**src/rtl/rx_lane_order_pkg.sv**
```systemverilog
package rx_lane_order_pkg;
  typedef enum logic [1:0] {
    ORD_IDLE   = 2'd0,
    ORD_SEARCH = 2'd1,
    ORD_LOCKED = 2'd2
  } ord_state_e;
endpackage

```
**src/rtl/rlo_rise_detect.sv**
```systemverilog
module rlo_rise_detect (
  input  logic clk,
  input  logic sig,
  output logic rise
);
  // Tracks the input even during reset, so a level held through reset
  // is not mistaken for a fresh edge afterwards.
  logic sig_q = 1'b0;

  always_ff @(posedge clk) begin
    sig_q <= sig;
  end

  assign rise = sig & ~sig_q;
endmodule

```
**src/rtl/rlo_lane_match.sv**
```systemverilog
module rlo_lane_match #(
  parameter int LANE_W = 16,
  parameter int LANES  = 2,
  localparam int WORD_W = LANE_W * LANES
) (
  input  logic [WORD_W-1:0] word,
  input  logic [LANE_W-1:0] pattern,
  output logic [LANES-1:0]  hit
);
  // hit[i] flags lane i, where lane 0 is the least-significant lane
  for (genvar i = 0; i < LANES; i++) begin : g_lane
    assign hit[i] = (word[i*LANE_W +: LANE_W] == pattern);
  end
endmodule

```
**src/rtl/rlo_lane_merge.sv**
```systemverilog
module rlo_lane_merge #(
  parameter int LANE_W = 16,
  localparam int WORD_W = 2 * LANE_W
) (
  input  logic              clk,
  input  logic              rst,
  input  logic              in_valid,
  input  logic [WORD_W-1:0] in_data,
  input  logic              insert_pad,
  input  logic              merged,
  input  logic [LANE_W-1:0] pad_word,
  output logic              out_valid,
  output logic [WORD_W-1:0] out_data
);
  logic [LANE_W-1:0] hold_q;
  logic [LANE_W-1:0] up_lane;
  logic [LANE_W-1:0] lo_lane;
  logic [WORD_W-1:0] next_word;

  assign up_lane = in_data[WORD_W-1:LANE_W];
  assign lo_lane = in_data[LANE_W-1:0];

  always_comb begin
    if (insert_pad) begin
      next_word = {up_lane, pad_word};
    end else if (merged) begin
      next_word = {hold_q, up_lane};
    end else begin
      next_word = in_data;
    end
  end

  always_ff @(posedge clk) begin
    if (rst) begin
      hold_q    <= '0;
      out_valid <= 1'b0;
      out_data  <= '0;
    end else begin
      out_valid <= in_valid;
      if (in_valid) begin
        hold_q   <= lo_lane;
        out_data <= next_word;
      end
    end
  end
endmodule

```
**src/rtl/rx_lane_order.sv**
```systemverilog
module rx_lane_order
  import rx_lane_order_pkg::*;
#(
  parameter int LANE_W = 16,
  localparam int WORD_W = 2 * LANE_W
) (
  input  logic              clk,
  input  logic              rst,
  input  logic              in_valid,
  input  logic [WORD_W-1:0] in_data,
  input  logic              arm_en,
  input  logic [LANE_W-1:0] order_pattern,
  input  logic [LANE_W-1:0] pad_word,
  output logic              out_valid,
  output logic [WORD_W-1:0] out_data,
  output logic              order_done
);
  ord_state_e state_q;
  logic       merged_q;
  logic       arm_rise;
  logic [1:0] lane_hit;
  logic       searching;
  logic       hit_up;
  logic       hit_lo;

  rlo_rise_detect u_rise (
    .clk  (clk),
    .sig  (arm_en),
    .rise (arm_rise)
  );

  rlo_lane_match #(.LANE_W(LANE_W), .LANES(2)) u_match (
    .word    (in_data),
    .pattern (order_pattern),
    .hit     (lane_hit)
  );

  // An arming edge takes priority: the word in that cycle is not searched
  assign searching = (state_q == ORD_SEARCH) && !arm_rise && in_valid;
  assign hit_up    = searching && lane_hit[1];
  assign hit_lo    = searching && !lane_hit[1] && lane_hit[0];

  always_ff @(posedge clk) begin
    if (rst) begin
      state_q    <= ORD_IDLE;
      merged_q   <= 1'b0;
      order_done <= 1'b0;
    end else if (arm_rise) begin
      state_q    <= ORD_SEARCH;
      merged_q   <= 1'b0;
      order_done <= 1'b0;
    end else if (hit_up) begin
      state_q    <= ORD_LOCKED;
      order_done <= 1'b1;
    end else if (hit_lo) begin
      state_q    <= ORD_LOCKED;
      merged_q   <= 1'b1;
      order_done <= 1'b1;
    end
  end

  rlo_lane_merge #(.LANE_W(LANE_W)) u_merge (
    .clk        (clk),
    .rst        (rst),
    .in_valid   (in_valid),
    .in_data    (in_data),
    .insert_pad (hit_lo),
    .merged     (merged_q),
    .pad_word   (pad_word),
    .out_valid  (out_valid),
    .out_data   (out_data)
  );
endmodule

```
**config.mk**
```make
export PLATFORM = sky130hd
export DESIGN_NAME = rx_lane_order
export DESIGN_NICKNAME = d
export VERILOG_FILES = /design/src/rtl/rx_lane_order_pkg.sv /design/src/rtl/rlo_rise_detect.sv /design/src/rtl/rlo_lane_match.sv /design/src/rtl/rlo_lane_merge.sv /design/src/rtl/rx_lane_order.sv
export SDC_FILE = /design/constraint.sdc
export NUM_CORES = 1
export LEC_CHECK = 0
export ABC_AREA = 1
export CORE_MARGIN = 2
export CORE_UTILIZATION = 40
export CTS_BUF_LIST = sky130_fd_sc_hd__clkbuf_4
export CTS_CLUSTER_SIZE = 25
export DETAILED_ROUTE_END_ITERATION = 8
export PLACE_DENSITY = 0.7
export SLEW_MARGIN = 20
export SYNTH_ARGS = -nofsm -noshare
export SYNTH_HDL_FRONTEND = slang
export SYNTH_SLANG_ARGS = --single-unit
```
**constraint.sdc**
```tcl
create_clock -name clk -period 1.6 [get_ports clk]
set_input_delay 0.32 -clock clk [delete_from_list [all_inputs] [get_ports clk]]
set_output_delay 0.32 -clock clk [all_outputs]
set_load 0.05 [all_outputs]
```
; Word-level counts from Yosys, hierarchy flattened
; Cells that the tools add are included.
[totals]
register_bits = 54
latch_bits = 0
ram_bits = 0
romBits = 0
input_bits = 68
output_inout_bits = 34
word_cells = 32
n_memories = 0
[classes]
add_sub_neg = 0
multipliers = 0
div = 0
n_lt_le_gt_ge = 0
n_eq_ne = 3
n_shift = 0
mux = 7
bitwise_logic = 3
n_reduce_logical = 11
[op_table]
columns = cell, count
row1 = 32-bit 2-to-1 mux, 2
row2 = 16-bit equality test, 2
row3 = 1-bit logical AND, 5
row4 = 2-bit 2-to-1 mux, 2
row5 = 1-bit 2-to-1 mux, 3
row6 = 3-bit nonzero test, 1
row7 = 2-bit by 1-bit equality test with 1-bit output (second input constant), 1
row8 = 1-bit zero test, 2
row9 = 1-bit NOT, 2
row10 = 2-bit AND reduction, 1
row11 = 2-bit nonzero test, 1
row12 = 2-bit OR reduction, 1
row13 = 1-bit AND, 1

; Logic depth before layout (Yosys ltp)
; Gate-level depths: netlist (run 1).
[logic_depth]
depth_word = 10
mapped_depth = 12

; Cells and area by module
; Synthesis (run 1) repeated with hierarchy kept, for this count alone.
[unflattened]
hier_cells = 457
area_unflattened_um2 = 2954.1
[modules_own_cells]
columns = module, instances, cells_per_inst, area_each_um2, seq_area_each_um2
row1 = rlo_lane_merge, 1, 337, 2313.5, 980.9
row2 = rlo_lane_match, 1, 97, 474.2, 0.0
row3 = rx_lane_order, 1, 20, 136.4, 60.1
row4 = rlo_rise_detect, 1, 3, 30.0, 20.0

; Worst setup path before layout (run 1)
; OpenSTA, ideal clock, no wires.
[synth_timing]
kind = register -> register
startpoint = register order_done (netlist name)
endpoint = register u_merge.out_data[20]
setup_ns = 0.132
arrival_time_ns = 1.478
t_required_ns = 1.468
setup_slack_ns = -0.010
stages_incl_launch_ff = 10
path_buffers = 1
synth_period_minus_slack_ns = 1.610
path_cell_list = dfxtp_1 -> inv_1 -> nand3_1 -> nor2_2 -> nand4_1 -> nor2_1 -> buf_2 -> nand3_1 -> nand3_1 -> a21oi_1
[synth_rtl]
columns = element, line_no
row1 = "end signal, assigned", rlo_lane_merge.sv:42  ; out_data <= next_word;
row2 = "end, declared", rlo_lane_merge.sv:13  ; output logic [WORD_W-1:0] out_data

; Worst setup path after layout (run 1)
[layout_timing]
startpoint = input in_data[14]
endpoint = register u_merge.out_data[8]
[layout_via]
elab_chain_len = 3
[layout_lines]
columns = element, line_no
row1 = "start, declared", rx_lane_order.sv:10  ; input logic [WORD_W-1:0] in_data,
row2 = 16-bit equality test, rlo_lane_match.sv:12  ; assign hit[i] = (word[i*LANE_W +: LANE_W] == pattern);
row3 = 1-bit logical AND, rx_lane_order.sv:41  ; assign hit_lo = searching && !lane_hit[1] && lane_hit[0];
row4 = 32-bit 2-to-1 mux, rlo_lane_merge.sv:24  ; if (insert_pad) begin
; No other way between the ends.
; A chain may end at the register's enable or synchronous reset.

==> flow_metrics.py, run 1 <==
metrics = {
    "outcome": {
        "status": "finished, violations left",
        "violations": "negative setup slack",
    },
    "cells_and_area": {
        "antenna_cells": 0,
        "multi_input_area_um2": 2010,
        "area_delta_synth_final_pct": 60.5,
        "fill_cells": 694,
        "drive_gt1_frac": 0.284,
        "finalNonFillerCells": 805,
        "fin_nets": 771,
        "final_area_um2": 5200,
        "ff_latch_area_um2": 1060,
    },
    "timing": {
        "finClkSkew_ps": 11.1,
        "setup_violations": 12,
        "rsz0062_at_grt": "true",
        "fin_setup_tns_ps": -401,
        "relSlewSlack": 0.553,
        "min_period_over_period": 1.03,
        "tightest_slew_ps": 671,
        "setup_ws_ps": -52.0,
        "final_hold_viol_count": 0,
        "fin_crit_ps": 1650,
        "drv_slew": 0,
        "max_freq_mhz": 605,
    },
    "yosys": {
        "synth_top_cell_area_share": 0.327,
        "synth_edf_count": 0,
        "syn_nets": 621,
        "async_flop_share": 0,
        "synth.cell_area_um2": 3240,
        "syn_inst": 553,
        "synth_area_per_cell_um2": 5.86,
        "yosys_register_bits": 53,
        "ys_types": 22,
        "yosysSeqAreaShare": 0.327,
        "yosysWarnings": 0,
        "synthFlopType": "dfxtp_1",
        "synthTopCellsByArea": "dfxtp_1 33%, nand2_1 23%, nand3_1 11%, inv_1 7.8%, a21oi_1 7.4%",
        "synth_top_area_cell": "dfxtp_1",
    },
    "power": {
        "pwr-share-comb": 0.306,
        "p_total_uw": 3150,
        "swShare": 0.324,
        "pwr-share-clk": 0.236,
        "vdd_drop_max_v": 0.000392,
        "p_int_uw": 2130,
        "p_seq_frac": 0.458,
        "p_switching_uw": 1020,
        "power_density_nw_per_um2": 606,
        "p_leak_uw": 0.00258,
    },
    "hold_path": {
        "hp-class": "primary input to flop",
        "min_to": "u_merge.hold_q[15]",
        "hold_path_depth": 3,
        "hold_start": "in_data[15]",
    },
    "drt": {
        "ant_nets": 0,
        "wire_per_inst_um": 14.3,
        "drc": 0,
        "via_per_inst": 5.14,
        "vias": 4137,
        "first_pass_iters": 5,
        "routed_wl_um": 11500,
        "drtIter0Drc": 339,
    },
    "clock_tree": {
        "htreeDepth": 2,
        "clkSinkCount": 53,
        "clock_latency_ps": 380,
        "numCtsBuffers": 5,
        "cts.reportedPaths.clkPinSlew_ps": 150,
        "cts_tree": "built",
        "cts_root_buf": "clkbuf_4",
        "cts_buffer_depth": 2,
        "cts-hold-fix-buffers": 0,
    },
    "placed_design": {
        "hpwlAfterDp_um": 8040,
        "io_buffers": 101,
        "preCtsSetupSlack_ps": -589,
        "placed_cells": 779,
        "dpl_cell_area_um2": 4740,
        "gp_congestion": 0.894,
    },
    "worst_setup_path": {
        "r2r-end": "u_merge.out_data[8]",
        "r2r-start": "order_done",
        "crit_required_ps": 1930,
        "arrival_ps": 1980,
        "end_kind": "flop",
        "rr_worst_depth": 11,
        "cp_max_fo": 6,
        "reg2reg_slack_ps": -40,
        "worst-setup-path-type": "primary input to flop",
        "critPathLaunchType": "primary input",
    },
    "floorplan": {
        "io_pins": 102,
        "die_h_um": 94.0,
        "coreArea_um2": 7810,
        "dieArea_um2": 8840,
        "initial_core_util": 0.415,
        "die_x_um": 94.0,
        "rows": 32,
    },
    "grt": {
        "overflow": 0,
        "antenna_found_initial": 0,
        "track_usage": 0.260,
        "grt_pass1_wl_um": 18100,
        "grt_pass1_vias": 3872,
        "grt_max_degree": 62,
    },
    "job": {
        "drv_cap": 0,
    },
}
==> critical path, cell delays in order <==
cell and delay [ps]:
dlygate4sd2_1 270, inv_1 80, nand2_1 60, nand2_2 70, nand2_1 70, nor2_2 130
nand2_2 80, nor2_4 120, nand3_4 150, buf_12 180, buf_16 140, nand2_2 60
nand3_2 70, a21oi_2 170
==> timing repair <==
| action | 4_1_cts | 5_1_grt |
|---|---|---|
| gates resized for setup | 75 | 66 |
| cloned | 3 | 0 |
| buffers inserted | 15 | 4 |
| pin swaps | 9 | 33 |
| setup endpoints to repair | 35 | 34 |
==> synthesized netlist by cell type (2+ instances only) <==
library cell / number
a21oi_1: 48
buf_1: 2
buf_2: 6
buf_6: 3
clkbuf_1: 19
dfxtp_1: 53
inv_1: 67
inv_2: 3
nand2_1: 197
nand3_1: 69
nor2_1: 24
nor2_2: 3
o21ai_0: 46
o21ai_1: 2
xnor2_1: 3
xor2_1: 2
==> cell families after synthesis <==
group	synth area share
DFF	0.327
and+or+nand+nor	0.381
buffers and inverters	0.127
AOI/OAI and AO/OA	0.150
xor gates and xnor gates	0.0135
==> area by class of cell <==
| cell class | count | share of cell area |
|---|---|---|
| well taps | 102 | 0.0245 |
| repair buffers | 174 | 0.319 |
| clock buffers | 5 | 0.00722 |
| clock inverters | 2 | 0.00674 |
| inverters | 70 | 0.0505 |
| multi-input cells | 399 | 0.387 |
| flip-flops and latches | 53 | 0.205 |
==> state kept, by name (all words and copies together), names as in the netlist <==
name,cells
merged_q,1
order_done,1
state_q,1
u_merge.hold_q,16
u_merge.out_data,32
u_merge.out_valid,1
u_rise.sig_q,1
==> layer usage <==
layer,vias up,global-route usage,share of wire
li1,2034,-,-
met1,1876,0.329,0.40
met5,-,0,0
met2,200,0.451,0.48
met3,27,0.0369,0.092
met4,0,0.0857,0.028
==> through the flow <==
stage          hold WS [ps]   util
2_1_floorplan           348      -
3_3_place_gp            456  0.607
3_5_place_dp            458  0.607
4_1_cts                 372  0.645
5_1_grt                 347  0.666
6_report                356  0.666
==> power groups by stage <==
stage / clock network (uW) / logic, uW / registers [uW]
3_3_place_gp: 0 / 919 / 1470
4_1_cts: 758 / 917 / 1440
5_1_grt: 806 / 1040 / 1450
6_report: 744 / 964 / 1450
2_1_floorplan: 0 / 307 / 1620
3_5_place_dp: 0 / 931 / 1470
==> cell usage in the layout (no fill, tap or decap), drive strengths merged <==
| master | n |
|---|---|
| dlygate4sd2 | 41 |
| xnor2 | 3 |
| clkinv | 1 |
| clkdlybuf4s15 | 2 |
| bufinv | 1 |
| o21ai | 48 |
| nor3b | 1 |
| dfxtp | 53 |
| xor2 | 2 |
| nand3 | 70 |
| inv | 70 |
| a31oi | 1 |
| clkdlybuf4s50 | 18 |
| nand2 | 198 |
| nand4 | 1 |
| clkbuf | 10 |
| buf | 108 |
| nor2 | 27 |
| a21oi | 48 |
==> worst max path at each step <==
stage | from | endpoint | slack, ps | cells after the start
2_1_floorplan | order_done | u_merge.out_data[20] | 100 | 9
3_3_place_gp | order_pattern[6] | u_merge.out_data[19] | -530 | 13
3_5_place_dp | order_pattern[6] | u_merge.out_data[6] | -590 | 13
4_1_cts | order_done | u_merge.out_data[6] | -20 | 11
5_1_grt | in_data[14] | u_merge.out_data[20] | -120 | 14
6_report | in_data[14] | u_merge.out_data[8] | -50 | 14
No activity file was read; power rests on OpenSTA's default activity.
==> run 2, diff against run 1 <==
Settings changed: GPL_TIMING_DRIVEN from default to 0.
==> run 2 against run 1 <==
Effect of this change: the run still ends with negative setup slack left; clock-buffer cell count stayed put; maximum frequency fell by 0.51%; first-iteration DRC count decreased by 28%; critical endpoint is now u_merge.out_data[25].
==> flow_metrics.py, run 2 (synthesis results as in run 1) <==
metrics = {
    "cells_and_area": {
        "ff_latch_area_um2": 1060,
        "multi_input_area_um2": 1980,
        "final_cell_mix": "184 x nand2_1, 55 x nand3_1, 52 x inv_1",
        "fill_cells": 830,
        "finalNonFillerCells": 772,
        "antenna_cells": 0,
        "regMostFlops": "u_merge.out_data",
        "drive_gt1_frac": 0.200,
        "largestRegisters": "u_merge.out_data x32, u_merge.hold_q x16",
        "fin_nets": 737,
        "area_delta_synth_final_pct": 40.8,
        "largest_reg_flops": 32,
        "final_common_cell": "nand2_1",
    },
    "placed_design": {
        "placed_cells": 754,
        "hpwlAfterDp_um": 8810,
        "gp_congestion": 0.987,
        "preCtsSetupSlack_ps": -843,
        "io_buffers": 99,
    },
    "drt": {
        "first_pass_iters": 5,
        "ant_nets": 0,
        "routed_wl_um": 12000,
        "via_per_inst": 5.16,
        "wire_per_inst_um": 15.5,
        "drc": 0,
        "drtIter0Drc": 244,
        "vias": 3983,
    },
    "grt": {
        "antenna_found_initial": 0,
        "overflow": 0,
        "grt_max_degree": 18,
        "grt_pass1_wl_um": 18500,
        "track_usage": 0.269,
        "grt_pass1_vias": 3786,
    },
    "worst_setup_path": {
        "crit_required_ps": 1930,
        "cp_max_fo": 5,
        "r2r-start": "order_done",
        "end_kind": "flop",
        "rr_worst_depth": 10,
        "critPathLaunchType": "flop",
        "setup.worst_path.start": "order_done",
        "r2r-end": "u_merge.out_data[25]",
        "worst-setup-path-type": "flop to flop",
        "crit_path_end": "u_merge.out_data[25]",
        "reg2reg_slack_ps": -60,
        "arrival_ps": 1990,
    },
    "floorplan": {
        "coreArea_um2": 7810,
        "die_x_um": 94.0,
        "initial_core_util": 0.415,
        "die_h_um": 94.0,
        "rows": 32,
        "io_pins": 102,
        "dieArea_um2": 8840,
    },
    "timing": {
        "drv_slew": 0,
        "setup_violations": 31,
        "final_hold_viol_count": 0,
        "max_freq_mhz": 602,
        "rsz0062_at_grt": "true",
        "tightest_slew_ps": 639,
        "fin_crit_ps": 1660,
        "relSlewSlack": 0.570,
        "finClkSkew_ps": 10.3,
        "setup_ws_ps": -60.5,
        "min_period_over_period": 1.04,
    },
    "clock_tree": {
        "numCtsBuffers": 5,
        "cts.reportedPaths.clkPinSlew_ps": 170,
        "cts-hold-fix-buffers": 0,
        "cts_buffer_depth": 2,
        "clkSinkCount": 53,
        "htreeDepth": 2,
        "cts_tree": "built",
        "cts_root_buf": "clkbuf_4",
        "clock_latency_ps": 390,
    },
    "power": {
        "p_seq_frac": 0.467,
        "vdd_drop_max_v": 0.000451,
        "pwr-share-comb": 0.269,
        "pwr-share-clk": 0.265,
        "p_leak_uw": 0.00226,
        "power_density_nw_per_um2": 674,
        "p_int_uw": 2010,
        "swShare": 0.345,
        "p_switching_uw": 1060,
    },
    "outcome": {
        "status": "finished, violations left",
        "violations": "negative setup slack",
    },
    "job": {
        "drv_cap": 0,
    },
    "hold_path": {
        "hp-class": "primary input to flop",
    },
}
==> run 2: what timing repair did <==
action | in CTS | in global routing
pin swaps | 17 | 22
cloned | 2 | 2
resized for setup | 145 | 90
buffers inserted | 4 | 4
endpoints found under the setup margin | 69 | 65
==> run 2: worst max-delay path, cell delays in order, from the launching register on <==
cell and delay [ps]:
dfxtp_2 360, inv_2 60, nand3_2 80, nor2_4 170, nand3_2 110, nor2_4 190, nand3_4 160, buf_6 180
nand2_1 70, nand3_2 80, a21oi_2 130
==> run 2: worst min-delay path by stage <==
| stage | start | to | cells past startpoint |
|---|---|---|---|
| floorplan | arm_en | u_rise.sig_q | 0 |
| global placement | u_merge.hold_q[11] | u_merge.hold_q[11] | 2 |
| detailed placement | u_merge.hold_q[11] | u_merge.hold_q[11] | 2 |
| CTS | in_data[9] | u_merge.hold_q[9] | 3 |
| global route | in_data[7] | u_merge.hold_q[7] | 3 |
| finish | in_data[7] | u_merge.hold_q[7] | 3 |
==> run 2: area by class of cell <==
cell class	instances	area share
Tap cell	102	0.0280
Clock buffer	5	0.00823
Buffer	30	0.0365
Timing Repair Buffer	109	0.194
Inverter	70	0.0576
Clock inverter	3	0.00960
Sequential cell	53	0.233
Multi-Input combinational cell	400	0.433
==> run 2: per-stage QoR <==
step / instance area [um2] / TNS [ps] / hold WS [ps] / power, uW / utilization
3_5_place_dp: 4360 / -27720 / 454 / 2310 / 0.558
4_1_cts: 4480 / -1250 / 337 / 3070 / 0.573
5_1_grt: 4560 / -3310 / 296 / 3220 / 0.584
2_1_floorplan: 3240 / 0 / 348 / 1920 / -
3_3_place_gp: 4360 / -26930 / 450 / 2300 / 0.558
6_report: 4560 / -1260 / 271 / 3080 / 0.584
==> run 2: layer usage <==
metal	up-vias	GRT usage	routed length [um]
met5	-	0	0
met4	0	0.0906	226
met3	18	0.0433	867
met2	176	0.455	5760
met1	1820	0.349	5110
li1	1969	-	-
==> run 2: power by group through the flow <==
stage | clock network, uW | registers, uW | logic (uW)
floorplan | 0 | 1620 | 307
global placement | 0 | 1460 | 841
detailed placement | 0 | 1460 | 848
CTS | 831 | 1440 | 805
global route | 876 | 1450 | 896
finish | 814 | 1440 | 826
